**src/rtl/rgbvc_pkg.sv**
```systemverilog
package rgbvc_pkg;

    localparam int NUM_CH    = 3;
    localparam int CH_W      = 5;
    localparam int VEC_W     = 16;
    localparam int WORD_W    = 32;
    localparam int EXP_SHIFT = 7;
    localparam int PACK_W    = NUM_CH * CH_W;

    typedef logic [CH_W-1:0]         chan_t;
    typedef logic signed [VEC_W-1:0] vec_t;
    typedef logic [WORD_W-1:0]       word_t;

    typedef struct packed {
        logic  vld;
        chan_t ch;
    } exp_slot_t;

    function automatic vec_t expand_chan(input chan_t c);
        vec_t r;
        r = '0;
        r[EXP_SHIFT +: CH_W] = c;
        return r;
    endfunction

    function automatic chan_t collapse_vec(input vec_t v);
        if (v[VEC_W-1])
            return '0;
        else if (|v[VEC_W-2:EXP_SHIFT+CH_W])
            return '1;
        else
            return v[EXP_SHIFT +: CH_W];
    endfunction

    function automatic word_t sext_word(input vec_t v);
        return {{(WORD_W-VEC_W){v[VEC_W-1]}}, v};
    endfunction

endpackage

```
**src/rtl/rgbvc_lane.sv**
```systemverilog
module rgbvc_lane
    import rgbvc_pkg::*;
#(
    parameter int LAT = 2
) (
    input  logic  clk,
    input  logic  rst,
    input  logic  exp_req,
    input  chan_t exp_ch,
    input  logic  dir_we,
    input  vec_t  dir_val,
    output vec_t  vec_q
);

    exp_slot_t slot_q [LAT];

    always_ff @(posedge clk) begin
        if (rst) begin
            for (int s = 0; s < LAT; s++) begin
                slot_q[s] <= '0;
            end
            vec_q <= '0;
        end else begin
            slot_q[0].vld <= exp_req & ~dir_we;
            slot_q[0].ch  <= exp_ch;
            for (int s = 1; s < LAT; s++) begin
                slot_q[s].vld <= slot_q[s-1].vld & ~dir_we;
                slot_q[s].ch  <= slot_q[s-1].ch;
            end
            if (dir_we)
                vec_q <= dir_val;
            else if (slot_q[LAT-1].vld)
                vec_q <= expand_chan(slot_q[LAT-1].ch);
        end
    end

endmodule

```
**src/rtl/rgbvc_pack.sv**
```systemverilog
module rgbvc_pack
    import rgbvc_pkg::*;
(
    input  vec_t  vecs [NUM_CH],
    output word_t word
);

    always_comb begin
        word = '0;
        for (int i = 0; i < NUM_CH; i++) begin
            word[i*CH_W +: CH_W] = collapse_vec(vecs[i]);
        end
    end

endmodule

```
**src/rtl/rgbvc_top.sv**
```systemverilog
module rgbvc_top
    import rgbvc_pkg::*;
#(
    parameter int LAT_R = 3,
    parameter int LAT_G = 3,
    parameter int LAT_B = 2
) (
    input  logic              clk,
    input  logic              rst,
    input  logic              pk_wr_en,
    input  logic [31:0]       pk_wr_data,
    input  logic [NUM_CH-1:0] vec_wr_en,
    input  logic [31:0]       vec_wr_data,
    output logic [31:0]       pk_in_rd,
    output logic [31:0]       pk_out_rd,
    output logic [31:0]       vec0_rd,
    output logic [31:0]       vec1_rd,
    output logic [31:0]       vec2_rd
);

    vec_t  vec_q [NUM_CH];
    word_t pack_view;
    logic  unused_hi_bits;

    assign unused_hi_bits = ^{pk_wr_data[WORD_W-1:PACK_W], vec_wr_data[WORD_W-1:VEC_W]};

    generate
        for (genvar i = 0; i < NUM_CH; i++) begin : g_lane
            localparam int LAT_I = (i == 0) ? LAT_R : ((i == 1) ? LAT_G : LAT_B);
            rgbvc_lane #(.LAT(LAT_I)) lane_i (
                .clk     (clk),
                .rst     (rst),
                .exp_req (pk_wr_en),
                .exp_ch  (pk_wr_data[i*CH_W +: CH_W]),
                .dir_we  (vec_wr_en[i]),
                .dir_val (vec_wr_data[VEC_W-1:0]),
                .vec_q   (vec_q[i])
            );
        end
    endgenerate

    rgbvc_pack pack_i (
        .vecs (vec_q),
        .word (pack_view)
    );

    assign pk_in_rd  = pack_view;
    assign pk_out_rd = pack_view;
    assign vec0_rd   = sext_word(vec_q[0]);
    assign vec1_rd   = sext_word(vec_q[1]);
    assign vec2_rd   = sext_word(vec_q[2]);

endmodule

```
**config.mk**
```make
export PLATFORM = sky130hd
export DESIGN_NAME = rgbvc_top
export DESIGN_NICKNAME = d
export VERILOG_FILES = /design/src/rtl/rgbvc_pkg.sv /design/src/rtl/rgbvc_lane.sv /design/src/rtl/rgbvc_pack.sv /design/src/rtl/rgbvc_top.sv
export SDC_FILE = /design/constraint.sdc
export NUM_CORES = 1
export LEC_CHECK = 0
export ABC_AREA = 0
export CAP_MARGIN = 20
export CORE_MARGIN = 2
export CORE_UTILIZATION = 42
export CTS_BUF_LIST = sky130_fd_sc_hd__clkbuf_16
export CTS_CLUSTER_SIZE = 20
export DETAILED_ROUTE_END_ITERATION = 16
export GPL_TIMING_DRIVEN = 0
export PLACE_DENSITY = 0.86
export SYNTH_ARGS = -nofsm -noshare
export SYNTH_HDL_FRONTEND = slang
export SYNTH_SLANG_ARGS = --single-unit
```
**constraint.sdc**
```tcl
create_clock -name clk -period 2.5 [get_ports clk]
set_input_delay 0.375 -clock clk [delete_from_list [all_inputs] [get_ports clk]]
set_output_delay 0.375 -clock clk [all_outputs]
set_load 0.005 [all_outputs]
```
==> results of run 1 <==
==> registers in the layout, summed over array words and instances (netlist names) <==
| name | count |
|---|---|
| g_lane.lane_i.vec_q | 48 |
| g_lane.lane_i.slot_q | 48 |
==> layout by cell type, fill, tap and decap left out, drive strengths merged <==
cell type      count
clkdlybuf4s50    161
nand2             33
buf              114
nand2b             1
a21oi             48
dfxtp             96
conb              34
nor2b             55
inv               22
clkbuf            14
mux2i             15
nor3b              5
clkinv             3
or3b              33
a211oi            15
nor2               3
nor3               3
==> final cells by class <==
type,instances,area (sq um)
flip-flops and latches,96,1920
clock inverters,7,81.3
well taps,133,166
repair buffers,161,1610
clock buffers,9,225
multi-input cells,245,1530
fillers,767,3320
plain buffers,119,851
inverters,18,67.6
==> worst paths after layout <==
kind / startpoint / endpoint / depth (start not counted)
hold / removal: rst / g_lane[1].lane_i.slot_q[2][4] / 2
setup / recovery: g_lane[2].lane_i.vec_q[15] / pk_out_rd[14] / 3
hold reg to reg: g_lane[1].lane_i.slot_q[1][4] / g_lane[1].lane_i.slot_q[2][4] / 1
setup reg to reg: g_lane[1].lane_i.vec_q[15] / g_lane[1].lane_i.vec_q[15] / 2
==> timing repair <==
| action | CTS | global route |
|---|---|---|
| resized for setup | 2 | 2 |
| buffers inserted | 0 | 0 |
| endpoints found under the setup margin | 6 | 13 |
==> through the flow <==
stage | utilization [%] | hold WS (ns) | cells | setup WS [ns] | area (sq um)
floorplan | - | 0.414 | 478 | 1.13 | 4350
global placement | 62.7 | 0.417 | 772 | 0.303 | 6130
detailed placement | 62.7 | 0.422 | 772 | 0.255 | 6130
CTS | 66.0 | 0.348 | 788 | 0.00382 | 6450
global route | 66.0 | 0.363 | 788 | 0.109 | 6450
finish | 66.0 | 0.343 | 788 | 0.205 | 6450
==> critical path, stage by stage (launching register included) <==
cell	delay, ns
dfxtp_1	0.80
a21oi_1	0.16
buf_4	0.18
clkdlybuf4s50_1	0.44
==> cells by family (layout without fill, tap and decap cells) <==
| family | Yosys count | in the layout |
|---|---|---|
| AO/OA/AOI/OAI | 63 | 63 |
| multiplexers | 15 | 15 |
| other | 1 | 34 |
| buffers and inverters | 137 | 314 |
| AND/OR/NAND/NOR | 133 | 133 |
| flip-flops | 96 | 96 |
==> power by group <==
| part | total (uW) | leakage [uW] | internal [uW] | switching (uW) |
|---|---|---|---|---|
| Clock | 1360 | 0.000150 | 714 | 647 |
| Sequential | 1660 | 0.000792 | 1600 | 60.1 |
| Combinational | 760 | 0.00173 | 499 | 261 |
==> layer usage <==
metal	vias to the layer above	share of wire, %
met3	10	7.7
li1	1730	-
met1	1552	41
met4	0	1.1
met2	153	50
met5	-	0
==> flow_summary.yaml, run 1 <==
clocking:
  clk_pin_slew_worst_paths_ns: 0.07
  cts_hold_buf: 0
  cts_max_level: 3
  clkSinkCount: 96
  root_buffer: "clkbuf_16"
  cts_buffers: 9
  tritoncts: "done"
  cts.path.max_buffers: 2
  clk_latency_ns: 0.34
timing:
  slew_headroom_pct: 50.7
  worst_pin_slew_ns: 0.738
  finalSetupTns_ns: 0
  finalSetupViolCount: 0
  period_needed_ns: 2.29
  drv_slew: 0
  max_freq_ghz: 0.436
  hold_violations: 0
  finalCritPeriodShare_pct: 91.8
  finalClockSkew_ns: 0.00469
  rsz0062_at_grt: "false"
detailed_routing:
  vias: 3445
  drt_wl_total_um: 10800
  viasPerCell: 4.37
  drc: 0
  drtIter0Drc: 145
  antenna_left: 0
  first_pass_iters: 4
  wl_per_cell_um: 13.8
logic_synthesis:
  ys_seq_elements: 96
  syn_area_sq_mm: 0.00423
  synthFlopType: "dfxtp_1"
  synthAdderAreaFrac_pct: 0
  muxShareOfSynthArea_pct: 3.55
  yosysWarningCount: 0
  synth_edf_count: 0
  synth_common_cells: "buf_4, dfxtp_1, nor2b_1"
  synth_top_family_by_area: "buffers and inverters"
  yosysUniqueCellTypes: 19
  yosysMostFrequentCell: "buf_4"
  async_flop_share_pct: 0
  synthCells: 445
  synth_top_cell_by_area: "dfxtp_1"
  synthXorXnorAreaFrac_pct: 0
  synth-simple-area-share_pct: 19.6
  synth_compound_gate_area_share_pct: 9.67
  yosys.area.top_type_share_pct: 45.4
  ys_seq_area_share_pct: 45.4
  avgSynthCellArea_sq_um: 9.51
  synth_area_leaders: "dfxtp_1, buf_4, nor2b_1"
global_route:
  grt_max_degree: 24
  grt-ovfl-total: 0
  grt_pass1_vias: 3296
  gr-usage-met1_pct: 22.2
  grtUsageMet3_pct: 4.76
  grt_antenna_before_repair: 0
  grt_pass1_wl_um: 16900
  grt_busiest_layer: "met2"
  gr-usage-met2_pct: 35.8
  grt_usage_pct: 19.4
floorplan:
  start_util_pct: 43.3
  die_h_um: 104
  die_area_sq_mm: 0.0109
  fp-row-count: 36
  io_pins: 230
  fp.coreArea_sq_mm: 0.00977
  die_width_um: 104
run_status:
  outcome: "completed"
power:
  p_leak_uw: 0.00268
  power.total_uw: 3790
  powerDensity_mw_per_mm2: 586
  worst_ir_drop_vdd_uv: 345
job:
  drv_cap: 0
min_path:
  worstHoldPathType: "input pin to flip-flop"
critical_path:
  crit_type: "flip-flop to output port"
  r2r_slack_ns: 1.04
  cp.required_ns: 2.12
  cp-end-kind: "output port"
  worstPathMaxFanout: 23
  cp-start-kind: "flip-flop"
  crit_arrival_ns: 1.92
placement:
  io_buffers: 161
  dp_hpwl_um: 8430
  gp_congestion: 0.792
finish:
  area_delta_synth_final_pct: 52.6
  drive_gt1_share_pct: 23.5
  antenna_cells: 0
  nets: 720
Note: power is estimated with default switching activity, not from simulation.
==> run 2, diff against run 1 <==
- CAP_MARGIN: 20 -> not set
==> results of run 2 <==
The final DEF is identical to that of run 1; final timing and power are the same.
